<file path="src/rtl/dc_pkg.sv">
package dc_pkg;
  typedef enum logic [1:0] {
    FRC_NONE = 2'd0,
    FRC_ZERO = 2'd1,
    FRC_NINE = 2'd2
  } force_e;
endpackage

</file>
<file path="src/rtl/dc_force_decode.sv">
module dc_force_decode
  import dc_pkg::*;
(
  input  logic   zero_a,
  input  logic   zero_b,
  input  logic   nine_a,
  input  logic   nine_b,
  output force_e frc
);
  always_comb begin
    if (nine_a && nine_b)      frc = FRC_NINE;   // preset wins
    else if (zero_a && zero_b) frc = FRC_ZERO;
    else                       frc = FRC_NONE;
  end
endmodule

</file>
<file path="src/rtl/dc_div2_stage.sv">
module dc_div2_stage (
  input  logic clk,
  input  logic rst_n,
  input  logic en,
  input  logic load,
  input  logic load_val,
  output logic q
);
  always_ff @(posedge clk or negedge rst_n) begin
    if (!rst_n)    q <= 1'b0;
    else if (load) q <= load_val;
    else if (en)   q <= ~q;
  end

  p_toggle_r2: assert property (@(posedge clk) disable iff (!rst_n)
    (en && !load) |=> (q != $past(q)));
  p_hold_r2: assert property (@(posedge clk) disable iff (!rst_n)
    (!en && !load) |=> $stable(q));
  p_load_r8: assert property (@(posedge clk) disable iff (!rst_n)
    load |=> (q == $past(load_val)));
endmodule

</file>
<file path="src/rtl/dc_divn_stage.sv">
module dc_divn_stage #(
  parameter int MOD = 5,
  localparam int W  = (MOD > 1) ? $clog2(MOD) : 1
) (
  input  logic         clk,
  input  logic         rst_n,
  input  logic         en,
  input  logic         load,
  input  logic [W-1:0] load_val,
  output logic [W-1:0] q
);
  localparam logic [W-1:0] LAST = W'(MOD - 1);

  logic [W-1:0] q_next;
  // Codes at or above LAST fold back to zero.
  always_comb q_next = (q >= LAST) ? '0 : q + W'(1);

  always_ff @(posedge clk or negedge rst_n) begin
    if (!rst_n)    q <= '0;
    else if (load) q <= load_val;
    else if (en)   q <= q_next;
  end

  p_wrap_r3: assert property (@(posedge clk) disable iff (!rst_n)
    (en && !load && q == LAST) |=> (q == '0));
  p_step_r3: assert property (@(posedge clk) disable iff (!rst_n)
    (en && !load && q < LAST) |=> (q == $past(q) + W'(1)));
  p_idle_r3: assert property (@(posedge clk) disable iff (!rst_n)
    (!en && !load) |=> $stable(q));
endmodule

</file>
<file path="src/rtl/decade_counter_top.sv">
module decade_counter_top
  import dc_pkg::*;
#(
  parameter int HI_MOD = 5,
  localparam int HI_W  = $clog2(HI_MOD),
  localparam int CW    = HI_W + 1
) (
  input  logic          clk,
  input  logic          rst_n,
  input  logic          tick_lo,
  input  logic          tick_hi,
  input  logic          chain_en,
  input  logic          zero_a,
  input  logic          zero_b,
  input  logic          nine_a,
  input  logic          nine_b,
  output logic [CW-1:0] count,
  output logic          tc
);
  localparam logic [HI_W-1:0] HI_TOP = HI_W'(HI_MOD - 1);
  localparam logic [CW-1:0]   TERM   = {HI_TOP, 1'b1};

  force_e          frc;
  logic            lo_q;
  logic [HI_W-1:0] hi_q;
  logic            hi_en;
  logic            do_load;
  logic            lo_ld;
  logic [HI_W-1:0] hi_ld;

  dc_force_decode u_frc (
    .zero_a(zero_a), .zero_b(zero_b),
    .nine_a(nine_a), .nine_b(nine_b),
    .frc(frc)
  );

  always_comb begin
    do_load = (frc != FRC_NONE);
    lo_ld   = (frc == FRC_NINE);
    hi_ld   = (frc == FRC_NINE) ? HI_TOP : '0;
    // Chained: high section steps when the low bit wraps 1 -> 0.
    hi_en   = chain_en ? (tick_lo && lo_q) : tick_hi;
  end

  dc_div2_stage u_lo (
    .clk(clk), .rst_n(rst_n), .en(tick_lo),
    .load(do_load), .load_val(lo_ld), .q(lo_q)
  );

  dc_divn_stage #(.MOD(HI_MOD)) u_hi (
    .clk(clk), .rst_n(rst_n), .en(hi_en),
    .load(do_load), .load_val(hi_ld), .q(hi_q)
  );

  assign count = {hi_q, lo_q};
  assign tc    = (count == TERM) && chain_en && tick_lo;

  p_nine_r6: assert property (@(posedge clk) disable iff (!rst_n)
    (nine_a && nine_b) |=> (count == TERM));
  p_zero_r5: assert property (@(posedge clk) disable iff (!rst_n)
    (zero_a && zero_b && !(nine_a && nine_b)) |=> (count == '0));
  p_tc_r9: assert property (@(posedge clk) disable iff (!rst_n)
    tc |-> (count == TERM));
  p_wrap_r4: assert property (@(posedge clk) disable iff (!rst_n)
    (tc && !zero_a && !nine_a) |=> (count == '0));
endmodule

</file>
<file path="config.mk">
export PLATFORM = sky130hd
export DESIGN_NAME = decade_counter_top
export DESIGN_NICKNAME = d
export VERILOG_FILES = /design/src/rtl/dc_pkg.sv /design/src/rtl/dc_force_decode.sv /design/src/rtl/dc_div2_stage.sv /design/src/rtl/dc_divn_stage.sv /design/src/rtl/decade_counter_top.sv
export SDC_FILE = /design/constraint.sdc
export NUM_CORES = 1
export LEC_CHECK = 0
export CAP_MARGIN = 10
export CORE_AREA = 3 3 40 42
export DETAILED_ROUTE_END_ITERATION = 10
export DIE_AREA = 0 0 43 45
export GPL_TIMING_DRIVEN = 0
export PLACE_DENSITY = 0.57
export SYNTH_ARGS = -nofsm -noshare
export SYNTH_HDL_FRONTEND = slang
export SYNTH_SLANG_ARGS = --single-unit
</file>
<file path="constraint.sdc">
create_clock -name clk -period 1.79 [get_ports clk]
set_input_delay 0.358 -clock clk [delete_from_list [all_inputs] [get_ports clk]]
set_output_delay 0.358 -clock clk [all_outputs]
set_load 0.005 [all_outputs]
</file>
==> metrics.md, run 1 <==
| Metric | Value |
|---|---|
| Final Hold Viols | `0` |
| RSZ-0062 raised after global routing | `no` |
| Critical path launch point type | `input pin` |
| DRC errors left | `0` |
| Placed Cells | `58` |
| Hold-fix buffers, CTS | `0` |
| Clk_skew | `0.000890 ns` |
| Site Rows | `13` |
| Final GP Congestion | `roughly 0.62` |
| Router iterations before antenna repair | `4` |
| Fill count | `about 140` |
| N_diodes | `0` |
| Clk root buf | `clkbuf_4` |
| Height of the die | `45 um` |
| Status | `finished, final reports clean` |
| Synthesized flop and latch total | `4` |
| Max Transition Viols Final | `0` |
| Drt wl/cell | `~11 um` |
| Pwr Total | `0.317 mW` |
| Post-Synthesis Cells | `30` |
| Worst r2r path cells | `5` |
| # clock sinks | `4` |
| Starting DRC count in detailed routing | `6` |
| Yosys warns | `0` |
| Synth unique cells | `17` |
| Sequential area share after synthesis | `a little over a third` |
| Worst skew pair latency | `0.23 ns` |
| Clk buf depth | `2` |
| Critical path class | `input pin to primary output` |
| Critical path peak fanout | `3` |
| Arr. time, crit path | `1.24 ns` |
| Core region area | `0.00128 sq mm` |
| Initial antenna violation count | `0` |
| Critical Path End Type | `primary output` |
| Setup-failing EPs final | `0` |
| Layout cell share with drive strength beyond 1 | `18.8%` |
| Die area | `0.00194 sq mm` |
| Reg2reg end | `u_hi.q[1]$_DFFE_PN0P_` |
| Leakage Power | `0.213 nW` |
| Area of the mapped netlist | `275 sq um` |
| CTS HTree Levels | `1` |
| Ports | `14` |
| RR Startpoint | `u_hi.q[0]$_DFFE_PN0P_` |
| VDD IR max | `279 uV` |
| Total CTS buffers | `3` |
| Largest net degree at the start of global routing | `7` |
| Post-route minimum period | `1.60 ns` |
| Port buffer count | `13` |
| Die X-Extent | `43 um` |
| Number of vias per cell | `roughly 4.4` |
| DP Wirelength | `about 500 um` |
| Syn avg cell area | `9.18 sq um` |
| Fin crit share | `between 80% and 90%` |
| Initial Utilization | `a little over a fifth` |
| Required @ worst endpoint | `1.43 ns` |
| Final instance count without filler cells | `between 60 and 70` |
| Reg2reg setup slack | `0.57 ns` |
| Vias in the first global route | `263` |
| Clock transition at path regs | `0.03 ns` |
| First-pass GRT wire length | `roughly 1.2 mm` |
| CTS tree | `built` |
| Worst min path class | `input pin to asynchronous set/reset pin` |
| Max Freq | `roughly 0.63 GHz` |
| Total wire length | `723 um` |
| Synth Net Count | `41` |
| Nets | `61` |
| DRT antenna net count | `0` |
| Max-cap violation count | `0` |
| PwrDens | `693 mW/mm^2` |
| Vias | `276` |
| Slew @ Worst Pin | `0.210 ns` |
| Area grow syn2layout | `66.4%` |
| Headroom to the max-slew limit | `~86%` |
| Total track usage | `8.70%` |
| Total gr overflow | `0` |
final cells by class:
type | count | area [sq um] | area share (%)
buffer | 1 | 7.51 | 1.64
inverter | 3 | 11.3 | 2.46
sequential | 4 | 100 | 21.9
tap | 15 | 18.8 | 4.10
timing repair buffer | 15 | 141 | 30.9
clock buffer | 3 | 22.5 | 4.92
multi-input combinational | 22 | 156 | 34.2
flip-flops by register name, summed over array words and instances, names as in the netlist:
name / flops
u_lo.q: 1
u_hi.q: 3
repair_timing:
action | CTS | global route
endpoints found under the hold margin | 0 | 0
endpoints found under the setup margin | 1 | 0
resized for setup | 4 | 0
setup buffers | 2 | 0
per-layer routing:
layer	global-route usage [%]	part of all wire, %	vias to the layer above
met5	0	0	-
met4	9.04	0.83	0
met3	1.59	8.0	2
met2	12.3	46	14
met1	10.7	45	120
li1	-	-	140
Yosys cell counts:
master	instances	area, sq um
buf_4	1	7.51
nand3b_1	1	7.51
a21oi_1	2	10.0
nand2_1	5	18.8
nand4_1	1	6.26
and4_1	1	8.76
nand2b_4	1	13.8
a211o_1	2	17.5
nand3_2	1	10.0
nand3_1	2	10.0
xor2_1	1	8.76
and3_1	1	6.26
dfrtp_1	4	100
ha_1	2	25.0
and2_1	1	6.26
inv_1	3	11.3
o211ai_1	1	7.51
placed cells by master (no fill, tap or decap), drive strengths merged, types with 2 or more instances in the layout:
| cell | Yosys | layout |
|---|---|---|
| dlygate4sd2 | 0 | 3 |
| a21oi | 2 | 2 |
| clkbuf | 0 | 3 |
| ha | 2 | 2 |
| nand2 | 5 | 5 |
| inv | 3 | 3 |
| dfrtp | 4 | 4 |
| a211o | 2 | 2 |
| buf | 1 | 3 |
| nand3 | 3 | 3 |
| clkdlybuf4s50 | 0 | 10 |
worst max-delay path by stage:
| stage | from | endpoint | cells past startpoint |
|---|---|---|---|
| after detailed placement | tick_lo | tc | 4 |
| after floorplan | u_hi.q[0]$_DFFE_PN0P_ | u_hi.q[1]$_DFFE_PN0P_ | 5 |
| final | tick_lo | tc | 4 |
| after global routing | tick_lo | tc | 4 |
| after global placement | tick_lo | tc | 4 |
| after CTS | u_lo.q$_DFFE_PN0P_ | count[0] | 2 |
kinds of logic after synthesis:
group                    share of synthesized area (%)
adder cells (fa/ha/maj)                           9.09
AND/OR/NAND/NOR                                   31.8
AO/OA/AOI/OAI                                     12.7
XOR/XNOR                                          3.18
buffers and inverters                             6.82
flip-flops                                        36.4
power by group:
part / switching [mW] / internal, mW
clock network: 0.0319 / 0.0746
registers: 0.0112 / 0.102
logic: 0.0380 / 0.0601
total: 0.0811 / 0.236
stage by stage:
step	instance area (sq um)	setup WS, ns	util, %	TNS (ns)	hold slack [ns]
after CTS	458	0.177	35.6	0	0.322
after global placement	424	-0.288	33.0	-0.288	0.569
after floorplan	275	0.637	-	0	0.0624
final	458	0.194	35.6	0	0.326
after global routing	458	0.148	35.6	0	0.340
after detailed placement	424	-0.279	33.0	-0.279	0.572
critical path: stages:
cell,delay [ns]
dlygate4sd2_1,0.27
and4_1,0.20
and3_1,0.16
dlygate4sd2_1,0.25
No activity file was read; power rests on OpenSTA's default activity.
==> inputs of run 2 (changes only) <==
CTS_BUF_LIST = sky130_fd_sc_hd__clkbuf_16   (was unset)
==> run 2 against run 1 <==
Compared with the run above: design area grew 11%; combinational power is essentially flat; count of clock-buffer cells in the layout is the same; largest power group is now the clock network; clock power grew to 3.2 times the previous value; worst hold slack gained 0.0090 ns; critical path type unchanged; first-iteration DRC count is the same; critical path depth is the same; power grew 74%; clock skew shrank 0.00072 ns; die area is the same; largest cell class unchanged; utilization grew 4.1 points.
==> metrics.md, run 2 (synthesis results as in run 1) <==
| Metric | Value |
|---|---|
| Ports | `14 (unchanged)` |
| Crit-path cells | `dlygate4sd2_1, and4_1, and3_1, dlygate4sd2_1` |
| Total wire length | `728 um (+0.69%)` |
| Initial antenna violation count | `0 (unchanged)` |
| RSZ-0062 raised after global routing | `no` |
| Clock transition at path regs | `0.03 ns (about the same)` |
| GR Layer Usage met2 | `12.3% (unchanged)` |
| DRC errors left | `0 (unchanged)` |
| DP Wirelength | `486 um (unchanged)` |
| Worst skew pair latency | `0.22 ns (about the same)` |
| Largest Register | `u_hi.q` |
| Die area | `0.00194 sq mm (unchanged)` |
| PwrDens | `1080 mW/mm^2 (+56%)` |
| Met3 usage | `2.79% (+1.2 points)` |
| Met1 Use GR | `11.2% (+0.49 points)` |
| Number of vias per cell | `4.37 (-0.36%)` |
| Post-route minimum period | `1.60 ns (+0.0000530 ns)` |
| Max Transition Viols Final | `0 (unchanged)` |
| Critical Path End Type | `primary output` |
| Hold WS | `0.335 ns (+0.00900 ns)` |
| Required @ worst endpoint | `1.43 ns (about the same)` |
| Max FFs per register | `3 (unchanged)` |
| Most common cell after layout, fill and taps aside | `clkdlybuf4s50_1` |
| Die X-Extent | `43 um (unchanged)` |
| Critical path peak fanout | `3 (unchanged)` |
| Critical path class | `input pin to primary output` |
| Slew @ Worst Pin | `0.200 ns (-0.0101 ns)` |
| Port buffer count | `13 (unchanged)` |
| Fin util | `39.7% (+4.1 points)` |
| Site Rows | `13 (unchanged)` |
| VDD IR max | `534 uV (+91%)` |
| Total track usage | `9.11% (+0.42 points)` |
| Drt wl/cell | `11.6 um (+0.69%)` |
| Fin crit share | `89.2% (about the same)` |
| Fill count | `135 (-6.3%)` |
| Area grow syn2layout | `85.5%` |
| Worst min path class | `input pin to asynchronous set/reset pin` |
| Total gr overflow | `0 (unchanged)` |
| Router iterations before antenna repair | `4 (unchanged)` |
| Max Freq | `0.626 GHz (about the same)` |
| Core region area | `0.00128 sq mm (unchanged)` |
| Nets | `61 (unchanged)` |
| Hold-fix buffers, CTS | `0 (unchanged)` |
| Post-route setup TNS | `0 ns (unchanged)` |
| Peak per-stage delay on the critical path | `0.27 ns (about the same)` |
| Final Hold Viols | `0 (unchanged)` |
| Critical path launch point type | `input pin` |
| Setup-failing EPs final | `0 (unchanged)` |
| Height of the die | `45 um (unchanged)` |
| N_diodes | `0 (unchanged)` |
| Vias | `275 (-0.36%)` |
| Max-cap violation count | `0 (unchanged)` |
| Clk_skew | `0.000165 ns (-0.000725 ns)` |
| CTS tree | `built` |
| Initial Utilization | `21.4% (unchanged)` |
| Headroom to the max-slew limit | `86.6% (+0.67 points)` |
| Total CTS buffers | `3 (unchanged)` |
| Vias in the first global route | `266 (+1.1%)` |
| Most frequent cells in the layout | `10 x clkdlybuf4s50_1, 5 x nand2_1, 4 x dfrtp_1` |
| First-pass GRT wire length | `1.19 mm (+3.6%)` |
| CTS HTree Levels | `1 (unchanged)` |
| Clk buf depth | `2 (unchanged)` |
| Final instance count without filler cells | `63 (unchanged)` |
| Placed Cells | `58 (unchanged)` |
| Arr. time, crit path | `1.24 ns (about the same)` |
| Leakage Power | `0.236 nW (+11%)` |
| Status | `finished, final reports clean` |
| Clk root buf | `clkbuf_16` |
| Starting DRC count in detailed routing | `6 (unchanged)` |
| DRT antenna net count | `0 (unchanged)` |
| GRT Max-Usage Layer | `met2` |
| # clock sinks | `4 (unchanged)` |
| Largest registers | `u_hi.q (3), u_lo.q (1)` |
| Final GP Congestion | `0.617 (unchanged)` |
| Largest net degree at the start of global routing | `7 (unchanged)` |
| CP most frequent cell | `dlygate4sd2_1` |
| CP max-delay cell | `dlygate4sd2_1` |
| Layout cell share with drive strength beyond 1 | `18.8% (unchanged)` |
## run 2: cell counts in the layout (fill, tap and decap cells not counted)
No cell type changed its count.
## run 2: final cells by class
| cell class | instances | area [sq um] | area share [%] |
|---|---|---|---|
| tap | 15 | 18.8 | 3.68 |
| inverter | 3 | 11.3 | 2.21 |
| sequential | 4 | 100 | 19.6 |
| timing repair buffer | 15 | 141 | 27.7 |
| buffer | 1 | 7.51 | 1.47 |
| clock buffer | 3 | 75.1 | 14.7 |
| multi-input combinational | 22 | 156 | 30.6 |
## run 2: report_power, final
| group | switching [mW] | internal [mW] |
|---|---|---|
| registers | 0.0114 | 0.102 |
| clock network | 0.0578 | 0.285 |
| logic | 0.0377 | 0.0601 |
| total | 0.107 | 0.447 |
## run 2: per-layer routing
layer | part of all wire [%] | routed length [um]
met4 | 0 | 0
met3 | 8.8 | 64
met1 | 46 | 332
met5 | 0 | 0
met2 | 45 | 331
## run 2: metrics by stage
| step | cell area [sq um] | setup WS [ns] | total power, mW |
|---|---|---|---|
| floorplan | 275 | 0.637 | 0.154 |
| global placement | 424 | -0.288 | 0.205 |
| CTS | 510 | 0.190 | 0.560 |
| detailed placement | 424 | -0.279 | 0.206 |
| global route | 510 | 0.148 | 0.578 |
| finish | 510 | 0.194 | 0.554 |
## run 2: path summary, 6_finish.rpt
check | start | end | slack (ns) | cells past startpoint
max in group asynchronous | rst_n | u_hi.q[1]$_DFFE_PN0P_ | 1.30 | 1
min in group clk | u_hi.q[0]$_DFFE_PN0P_ | u_hi.q[0]$_DFFE_PN0P_ | 0.62 | 2
min | rst_n | u_hi.q[2]$_DFFE_PN0P_ | 0.33 | 1
min reg2reg | u_hi.q[0]$_DFFE_PN0P_ | u_hi.q[0]$_DFFE_PN0P_ | 0.62 | 2
max | tick_lo | tc | 0.19 | 4
max reg2reg | u_hi.q[0]$_DFFE_PN0P_ | u_hi.q[1]$_DFFE_PN0P_ | 0.56 | 5
## run 2: worst max-delay path: cells and delay by family
kind | cells | cell delay [ns]
buf+inv | 2 | 0.52
simple gates | 2 | 0.36
## run 2: repair_timing
item                                    CTS  global route
resized for setup                         4             0
endpoints found under the setup margin    1             0
buffers inserted                          2             0
==> inputs of run 3 (changes only) <==
TNS_END_PERCENT = 30   (was unset)
==> results of run 3 <==
Same layout as run 2: the final DEF is identical, and so are final timing and power.
